--- src/rtl/i2c_tgt_pkg.sv ---
package i2c_tgt_pkg;

    localparam int BYTE_W = 8;

    typedef enum logic [3:0] {
        ST_IDLE,
        ST_ADDR,
        ST_ADDR_ACK,
        ST_CMD,
        ST_CMD_ACK,
        ST_WDATA,
        ST_WDATA_ACK,
        ST_RDATA,
        ST_RACK,
        ST_WAIT_STOP
    } tgt_state_e;

endpackage

--- src/rtl/i2c_tgt_sync.sv ---
module i2c_tgt_sync #(
    parameter int STAGES = 2,
    parameter int WIDTH  = 2
) (
    input  logic             clk,
    input  logic             rst_n,
    input  logic [WIDTH-1:0] din,
    output logic [WIDTH-1:0] dout
);
    logic [STAGES-1:0][WIDTH-1:0] pipe;

    always_ff @(posedge clk or negedge rst_n) begin
        if (!rst_n) begin
            pipe <= '1;
        end else begin
            pipe <= {pipe[STAGES-2:0], din};
        end
    end

    assign dout = pipe[STAGES-1];
endmodule

--- src/rtl/i2c_tgt_cond.sv ---
module i2c_tgt_cond (
    input  logic clk,
    input  logic rst_n,
    input  logic scl,
    input  logic sda,
    output logic scl_rise,
    output logic scl_fall,
    output logic start_det,
    output logic stop_det
);
    logic scl_q;
    logic sda_q;

    always_ff @(posedge clk or negedge rst_n) begin
        if (!rst_n) begin
            scl_q <= 1'b1;
            sda_q <= 1'b1;
        end else begin
            scl_q <= scl;
            sda_q <= sda;
        end
    end

    assign scl_rise  = scl & ~scl_q;
    assign scl_fall  = ~scl & scl_q;
    assign start_det = scl & scl_q & sda_q & ~sda;
    assign stop_det  = scl & scl_q & ~sda_q & sda;
endmodule

--- src/rtl/i2c_reg_target.sv ---
module i2c_reg_target
    import i2c_tgt_pkg::*;
#(
    parameter int         IDX_W       = 2,
    parameter int         STRAP_W     = 3,
    parameter int         SYNC_STAGES = 2,
    parameter logic [6:0] DEV_BASE    = 7'h20
) (
    input  logic               clk,
    input  logic               rst_n,
    input  logic               scl_i,
    input  logic               sda_i,
    input  logic [STRAP_W-1:0] strap_i,
    output logic               sda_pull_o,
    output logic [IDX_W-1:0]   reg_idx_o,
    output logic [BYTE_W-1:0]  wr_data_o,
    output logic               wr_en_o,
    output logic               rd_en_o,
    input  logic [BYTE_W-1:0]  rd_data_i
);
    localparam int CNT_W = $clog2(BYTE_W);
    localparam logic [CNT_W-1:0] LAST_BIT = CNT_W'(BYTE_W - 1);

    logic [1:0] line_s;
    logic       scl_s, sda_s;
    logic       scl_rise, scl_fall, start_det, stop_det;

    i2c_tgt_sync #(.STAGES(SYNC_STAGES), .WIDTH(2)) u_sync (
        .clk  (clk),
        .rst_n(rst_n),
        .din  ({scl_i, sda_i}),
        .dout (line_s)
    );

    assign scl_s = line_s[1];
    assign sda_s = line_s[0];

    i2c_tgt_cond u_cond (
        .clk      (clk),
        .rst_n    (rst_n),
        .scl      (scl_s),
        .sda      (sda_s),
        .scl_rise (scl_rise),
        .scl_fall (scl_fall),
        .start_det(start_det),
        .stop_det (stop_det)
    );

    tgt_state_e         st, st_nx;
    logic [BYTE_W-1:0]  rx_sh;
    logic [BYTE_W-1:0]  tx_sh;
    logic [CNT_W-1:0]   bit_cnt;
    logic               byte_full;
    logic               rw_q;
    logic               mack_q;
    logic [6:0]         own_addr;
    logic               addr_hit;

    assign own_addr = {DEV_BASE[6:STRAP_W], strap_i};
    assign addr_hit = (rx_sh[BYTE_W-1:1] == own_addr);

    // next-state logic
    always_comb begin
        st_nx = st;
        if (stop_det) begin
            st_nx = ST_IDLE;
        end else if (start_det) begin
            st_nx = ST_ADDR;
        end else if (scl_fall) begin
            unique case (st)
                ST_IDLE, ST_WAIT_STOP: st_nx = st;
                ST_ADDR:      if (byte_full) st_nx = addr_hit ? ST_ADDR_ACK : ST_IDLE;
                ST_ADDR_ACK:  st_nx = rw_q ? ST_RDATA : ST_CMD;
                ST_CMD:       if (byte_full) st_nx = ST_CMD_ACK;
                ST_CMD_ACK:   st_nx = ST_WDATA;
                ST_WDATA:     if (byte_full) st_nx = ST_WDATA_ACK;
                ST_WDATA_ACK: st_nx = ST_WDATA;
                ST_RDATA:     if (byte_full) st_nx = ST_RACK;
                ST_RACK:      st_nx = mack_q ? ST_RDATA : ST_WAIT_STOP;
                default:      st_nx = ST_IDLE;
            endcase
        end
    end

    // state register
    always_ff @(posedge clk or negedge rst_n) begin
        if (!rst_n) st <= ST_IDLE;
        else        st <= st_nx;
    end

    // bit counting and receive shifting
    always_ff @(posedge clk or negedge rst_n) begin
        if (!rst_n) begin
            rx_sh     <= '0;
            bit_cnt   <= '0;
            byte_full <= 1'b0;
            rw_q      <= 1'b0;
            mack_q    <= 1'b0;
        end else begin
            if (start_det || stop_det || (scl_fall && st_nx != st)) begin
                bit_cnt   <= '0;
                byte_full <= 1'b0;
            end else if (scl_rise) begin
                rx_sh     <= {rx_sh[BYTE_W-2:0], sda_s};
                bit_cnt   <= bit_cnt + 1'b1;
                byte_full <= (bit_cnt == LAST_BIT);
            end
            if (scl_fall && st == ST_ADDR && byte_full) rw_q <= rx_sh[0];
            if (scl_rise && st == ST_RACK) mack_q <= ~sda_s;
        end
    end

    // outputs
    always_ff @(posedge clk or negedge rst_n) begin
        if (!rst_n) begin
            sda_pull_o <= 1'b0;
            tx_sh      <= '0;
            reg_idx_o  <= '0;
            wr_data_o  <= '0;
            wr_en_o    <= 1'b0;
            rd_en_o    <= 1'b0;
        end else begin
            wr_en_o <= 1'b0;
            rd_en_o <= 1'b0;
            if (start_det || stop_det) begin
                sda_pull_o <= 1'b0;
            end else if (scl_fall) begin
                unique case (st)
                    ST_ADDR: begin
                        if (byte_full && addr_hit) sda_pull_o <= 1'b1;
                    end
                    ST_ADDR_ACK: begin
                        if (rw_q) begin
                            tx_sh      <= rd_data_i;
                            sda_pull_o <= ~rd_data_i[BYTE_W-1];
                            rd_en_o    <= 1'b1;
                        end else begin
                            sda_pull_o <= 1'b0;
                        end
                    end
                    ST_CMD: begin
                        if (byte_full) begin
                            reg_idx_o  <= rx_sh[IDX_W-1:0];
                            sda_pull_o <= 1'b1;
                        end
                    end
                    ST_CMD_ACK, ST_WDATA_ACK: sda_pull_o <= 1'b0;
                    ST_WDATA: begin
                        if (byte_full) begin
                            wr_data_o  <= rx_sh;
                            wr_en_o    <= 1'b1;
                            sda_pull_o <= 1'b1;
                        end
                    end
                    ST_RDATA: begin
                        if (byte_full) begin
                            sda_pull_o <= 1'b0;
                        end else begin
                            tx_sh      <= {tx_sh[BYTE_W-2:0], 1'b0};
                            sda_pull_o <= ~tx_sh[BYTE_W-2];
                        end
                    end
                    ST_RACK: begin
                        if (mack_q) begin
                            tx_sh      <= rd_data_i;
                            sda_pull_o <= ~rd_data_i[BYTE_W-1];
                            rd_en_o    <= 1'b1;
                        end else begin
                            sda_pull_o <= 1'b0;
                        end
                    end
                    default: ;
                endcase
            end
        end
    end

    // released while idle or waiting for STOP
    assert_idle_released_R1: assert property (@(posedge clk) disable iff (!rst_n)
        (st == ST_IDLE || st == ST_WAIT_STOP) |-> !sda_pull_o);

    // SDA drive changes only while synchronised SCL is low
    assert_drive_scl_low_R3: assert property (@(posedge clk) disable iff (!rst_n)
        !$stable(sda_pull_o) |-> !scl_s);

    // a write strobe lasts one cycle
    assert_wr_single_R4: assert property (@(posedge clk) disable iff (!rst_n)
        wr_en_o |=> !wr_en_o);

    // read and write strobes never coincide
    assert_strobe_excl_R5: assert property (@(posedge clk) disable iff (!rst_n)
        !(wr_en_o && rd_en_o));

    // pointer moves only when a command byte completes
    assert_ptr_hold_R7: assert property (@(posedge clk) disable iff (!rst_n)
        !$stable(reg_idx_o) |-> $past(st) == ST_CMD);
endmodule

--- config.mk ---
export PLATFORM = sky130hd
export DESIGN_NAME = i2c_reg_target
export DESIGN_NICKNAME = d
export VERILOG_FILES = /design/src/rtl/i2c_tgt_pkg.sv /design/src/rtl/i2c_tgt_sync.sv /design/src/rtl/i2c_tgt_cond.sv /design/src/rtl/i2c_reg_target.sv
export SDC_FILE = /design/constraint.sdc
export NUM_CORES = 1
export LEC_CHECK = 0
export CAP_MARGIN = 20
export CELL_PAD_IN_SITES_DETAIL_PLACEMENT = 1
export CELL_PAD_IN_SITES_GLOBAL_PLACEMENT = 1
export CORE_MARGIN = 2
export CORE_UTILIZATION = 50
export CTS_CLUSTER_DIAMETER = 40
export CTS_CLUSTER_SIZE = 14
export DETAILED_ROUTE_END_ITERATION = 10
export DONT_BUFFER_PORTS = 1
export PLACE_DENSITY = 0.77
export SETUP_SLACK_MARGIN = 0.3
export SKIP_CTS_REPAIR_TIMING = 1
export SLEW_MARGIN = 20
export SYNTH_ARGS = -nofsm -noshare
export SYNTH_HDL_FRONTEND = slang
export SYNTH_HIERARCHICAL = 1
export SYNTH_SLANG_ARGS = --single-unit
--- constraint.sdc ---
create_clock -name clk -period 3.2 [get_ports clk]
set_input_delay 0.64 -clock clk [delete_from_list [all_inputs] [get_ports clk]]
set_output_delay 0.64 -clock clk [all_outputs]
set_load 0.05 [all_outputs]
* Word level (Yosys, flattened, before mapping) *
Index checks and enable logic that the tools add are counted.

operators by class
  add/subtract/negate cells = 1
  multiply operators = 0
  divide/modulo/power cells = 0
  magnitude comparators = 0
  equal/unequal tests = 17
  shift-type cells = 0
  mux-type cells = 36
  bitwise gates (word level) = 15
  reductions and logical operators = 20

operators with widths
  kind                                                                    count
  4-bit two-way mux                                                       8
  4-bit case mux with 8 select lines                                      1
  7-bit two-way mux                                                       3
  7-bit case mux with 3 select lines                                      1
  1-bit two-way mux                                                       17
  4-bit by 3-bit equality test with 1-bit output (second input constant)  4
  4-bit AND reduction                                                     3
  3-bit two-way mux                                                       3
  4-bit by 2-bit equality test with 1-bit output (second input constant)  2
  4-bit equality test (second input constant)                             2
  1-bit inverter                                                          8
  1-bit bitwise AND                                                       7
  7-bit by 6-bit equality test with 1-bit output                          1
  7-bit nonzero test                                                      1
  2-bit inequality test (second input constant)                           3
  1-bit case mux with 6 select lines                                      1
  6-bit AND reduction                                                     1
  2-bit OR reduction                                                      3
  1-bit logical AND                                                       5
  4-bit by 1-bit equality test with 1-bit output (second input constant)  1
  4-bit zero test                                                         1
  4-bit inequality test                                                   1
  2-bit nonzero test                                                      2
  3-bit by 1-bit adder with 3-bit output (second input constant)          1
  8 further kinds                                                         9

word-level totals
  bits in registers = 44
  latch bits = 0
  RAM bits = 0
  memory bits (read-only) = 0
  input port bits = 15
  output and inout port bits = 13
  word-level logic and storage cells = 105
  memories = 0

* Depth between registers and ports, before layout *
  depth in word-level cells = 12
  depth in mapped cells = 9
  mapped depth without buffers = 6

* Modules after synthesis *
Netlist, hierarchy kept.

by module, submodules not included
  module          times used  cells an instance  area an instance (um2)  sequential area each (um2)
  i2c_reg_target  1           201                2087.0                  950.9
  i2c_tgt_sync    1           6                  120.1                   105.1
  i2c_tgt_cond    1           6                  85.1                    52.6

* Least setup slack after synthesis *
No wires, ideal clock.

  kind = reg2reg
  start = reg u_sync.pipe (netlist bit u_sync/dout[0])
  end = reg rx_sh[0]
  arrival time = 2.060 ns
  path slack = 1.015 ns
  stages on the path, launching flop included = 9
  path through = dfstp_2 -> buf_4 -> and4b_1 -> or2_2 -> clkbuf_1 -> a31oi_1 -> and4_1 -> buf_6 -> mux2_4

on the way
  cells in the longest elaborated chain, start to end = 9
  elaborated cells between the ends (all ways) = 11
  those cells by class = eq/ne: 1; mux: 2; bitwise: 4; reduce/logical: 4

ends and longest elaborated chain
  item                             RTL line               text
  start: declaration               i2c_tgt_sync.sv:10     logic [STAGES-1:0][WIDTH-1:0] pipe;
  start signal: assignment         i2c_tgt_sync.sv:16     pipe <= {pipe[STAGES-2:0], din};
  1-bit inverter *                 i2c_tgt_cond.sv:26     assign start_det = scl & scl_q & sda_q & ~sda;
  1-bit bitwise AND *              i2c_tgt_cond.sv:26
  net start_det                    i2c_reg_target.sv:26   logic scl_rise, scl_fall, start_det, stop_det;
  4-bit two-way mux                i2c_reg_target.sv:67   end else if (start_det) begin
  4-bit two-way mux                i2c_reg_target.sv:65   if (stop_det) begin
  4-bit inequality test            i2c_reg_target.sv:100  if (start_det || stop_det || (scl_fall && st_nx != st)) begin
  1-bit logical AND                i2c_reg_target.sv:100
  1-bit logical OR *               i2c_reg_target.sv:100
  1-bit inverter (no line) *       --
  2-bit AND reduction (no line) *  --
  end signal: assignment           i2c_reg_target.sv:104  rx_sh <= {rx_sh[BYTE_W-2:0], sda_s};
  end: declaration                 i2c_reg_target.sv:50   logic [BYTE_W-1:0] rx_sh;

Mark *: on every way through the listed nets, which the timed path passes. The rest lies on a longest branch.
A chain may end at the register's enable or synchronous reset.

* Worst setup path after layout *
  start = reg st[3]
  end = reg rx_sh[6]

on the way
  cells in the longest elaborated chain, start to end = 11
  elaborated cells between the ends (all ways) = 25
  those cells by class = eq/ne: 10; mux: 8; bitwise: 1; reduce/logical: 6

ends and longest elaborated chain
  item                                                                    RTL line               text
  start: declaration                                                      i2c_reg_target.sv:49   tgt_state_e st, st_nx;
  start signal: assignment                                                i2c_reg_target.sv:88   else st <= st_nx;
  4-bit by 3-bit equality test with 1-bit output (tied with other cells)  i2c_reg_target.sv:70   unique case (st)
  2-bit OR reduction (on tied branches)                                   --
  4-bit case mux with 8 select lines                                      i2c_reg_target.sv:70
  4-bit two-way mux                                                       i2c_reg_target.sv:69   end else if (scl_fall) begin
  4-bit two-way mux                                                       i2c_reg_target.sv:67
  4-bit two-way mux                                                       i2c_reg_target.sv:65
  4-bit inequality test *                                                 i2c_reg_target.sv:100
  1-bit logical AND *                                                     i2c_reg_target.sv:100
  1-bit logical OR *                                                      i2c_reg_target.sv:100
  1-bit inverter (no line) *                                              --
  2-bit AND reduction (no line) *                                         --

Every way passes the cells marked *; elsewhere a longest branch is shown, timed or not.

==> results.toml <==
[synth]
netlist_instances = 213
synth_cell_types = 49
synth.avg_cell_area_um2 = 10.8
synth-simple-area-share_pct = 17.1
synthAdderAreaFrac_pct = 1.09
synth_xor_area_share_pct = 1.53
async_reset_ff_share_pct = 100
synth_top_family_by_area = "simple AND/OR/NAND/NOR gates"
synth_top_area_share_pct = 41.5
synth.net_count = 230
yosysTopAreaCell = "dfrtp_1"
synth_area_leaders = "dfrtp_1 (41%), dfstp_2 (6.9%), mux2_2 (5.4%)"
yosysWarnings = 6
synth_edf_count = 0
netlist_area_um2 = 2290
ys_ff_latch = 44
synth_ff_type = "dfrtp_1"
ys_seq_area_share_pct = 48.4
synth_compound_area_share_pct = 11.6
synthMuxAreaShare_pct = 15.0

[clock_tree]
cts_tree = "yes"
htree_num_levels = 2
clock_latency_ps = 300
cts_root_buf = "clkbuf_8"
clk_path_buf_depth = 2
numClockSinks = 44
clk_pin_slew_ps = 90
cts-buffers-inserted = 5

[timing]
fin_crit_sh_pct = 81.0
slew_headroom_pct = 42.7
fin_setup_tns_ps = 0
min_period_ps = 2590
worst_pin_slew_ps = 853
hold_viol = 0
skew_ps = 9.24
slew_violations = 0
rsz0062_at_grt = "false"
fmax_ghz = 0.386
layout_setup_ws_ps = 608
setup_violations = 0

[global_routing]
grtUsageMet1_pct = 29.7
grt_use_total_pct = 21.5
grt_util_met3_pct = 4.92
grt_pass1_vias = 1653
grt-ovfl-total = 0
antenna_found_initial = 0
grt_pass1_wl_um = 8490
grt_busiest_layer = "met2"
grt_use_met2_pct = 34.2
grt_max_degree = 45

[placement]
gp_congestion = 0.800
place_ws_ps = 611
place_hpwl_um = 3470
placed_area_um2 = 2260
io_buffers = 0

[worst_setup_path]
cp_data_required_time_ps = 3390
cp-start-kind = "register"
critPathKind = "register to register"
r2r_setup_slack_ps = 610
cp.arrival_ps = 2780
cp_max_fo = 27
endpoint_kind = "register"

[route]
first_iter_violations = 109
via_count = 1553
wl_per_cell_um = 19.3
routed_wl_um = 4940
dr.pass1.iters = 4
ant_nets = 0
viasPerCell = 6.07
drc = 0

[flow_run]
cap_violations = 0

[power]
p_per_area_nw_per_um2 = 634
vdd_drop_max_mv = 0.379
power_uw = 1520
power_leakage_uw = 0.00109

[cells_and_area]
area_growth_pct = 4.48
antennaDiodeCount = 0
nets = 220
drive_above_1_share_pct = 20.1
fin_area_um2 = 2390
fillerInstances = 466
finalCoreUtilization_pct = 54.6

[outcome]
outcome = "finished clean"

[floorplanning]
rows = 24
die_w_um = 71.7
io_pins = 28
dieArea_um2 = 5140
die_h_um = 71.7
initial_core_util_pct = 52.3
core_area_um2 = 4380

[hold_path]
min_path_type = "primary input to async pin"
-- state kept, by name (all words and copies together), names as in the netlist, 2 cells and up --
register and flops:
bit_cnt 3, st 4, tx_sh 7, rx_sh 8, u_sync/pipe 2, wr_data_o 8
u_sync/dout 2, reg_idx_o 2
-- stage by stage --
stage	instances	hold slack (ps)
after floorplan	213	344
after global placement	248	346
after detailed placement	248	345
after CTS	256	19.0
after global routing	256	3.17
final	256	23.2
-- synthesized netlist by cell type, drive strengths merged (2+ instances only) --
library cell	instances
dfrtp	38
mux2	19
o21ai	18
nand2	15
nor2	14
buf	13
mux2i	10
a21oi	9
nor3	9
clkbuf	6
dfstp	6
a31oi	5
nand3	4
nor2b	4
a21boi	3
inv	3
nand3b	3
nor3b	3
o211ai	3
xor2	3
and3	2
and4b	2
ha	2
nor4b	2
or3	2
-- layer usage --
layer,part of all wire (%),vias up
met4,1.1,0
li1,-,739
met1,46,783
met5,0,-
met3,3.6,6
met2,49,25
-- worst paths after layout --
check / start / end / depth (start not counted)
max in group asynchronous: rst_n / u_sync/pipe[0] / 0
min: rst_n / wr_data_o[3] / 0
max reg2reg: st[3] / rx_sh[6] / 5
max: st[3] / rx_sh[6] / 5
min reg2reg: u_sync/pipe[1] / u_sync/dout[1] / 0
min in group clk: scl_i / u_sync/pipe[1] / 0
-- area by class of cell --
class | count | area, um2 | area share [%]
flip-flops and latches | 44 | 1110 | 46.3
multi-input cells | 147 | 1060 | 44.4
clock buffers | 6 | 72.6 | 3.03
well taps | 52 | 65.1 | 2.72
clock inverters | 2 | 60.1 | 2.51
repair buffers | 2 | 15.0 | 0.627
inverters | 3 | 11.3 | 0.470
-- cells in the final DEF (no fill, tap or decap), types with 4 or more instances in the layout --
| master | count |
|---|---|
| dfrtp_1 | 38 |
| o21ai_0 | 16 |
| nand2_1 | 15 |
| nor2_1 | 14 |
| mux2_2 | 11 |
| mux2i_1 | 10 |
| a21oi_1 | 9 |
| nor3_1 | 8 |
| mux2_4 | 8 |
| dfstp_2 | 6 |
| a31oi_1 | 5 |
| clkbuf_8 | 5 |
| nand3_1 | 4 |
| nor2b_1 | 4 |
-- power by group --
| part | switching, uW | internal (uW) | total (uW) |
|---|---|---|---|
| sequential | 131 | 639 | 770 |
| combinational | 100 | 140 | 241 |
| clock | 195 | 312 | 507 |
-- critical path: stages, from the launching register on --
cell and delay, ps:
dfrtp_1 840, nor3b_2 360, nor3_1 80, a311oi_1 270, and4_1 580, mux2_4 340
-- cells by family after synthesis --
kind of cell / Yosys count
AOI/OAI and AO/OA: 44
xor gates and xnor gates: 4
adders and majority gates: 2
buffers and inverters: 22
DFF: 44
muxes: 29
and+or+nand+nor: 68
(Power assumes the default switching activity.)
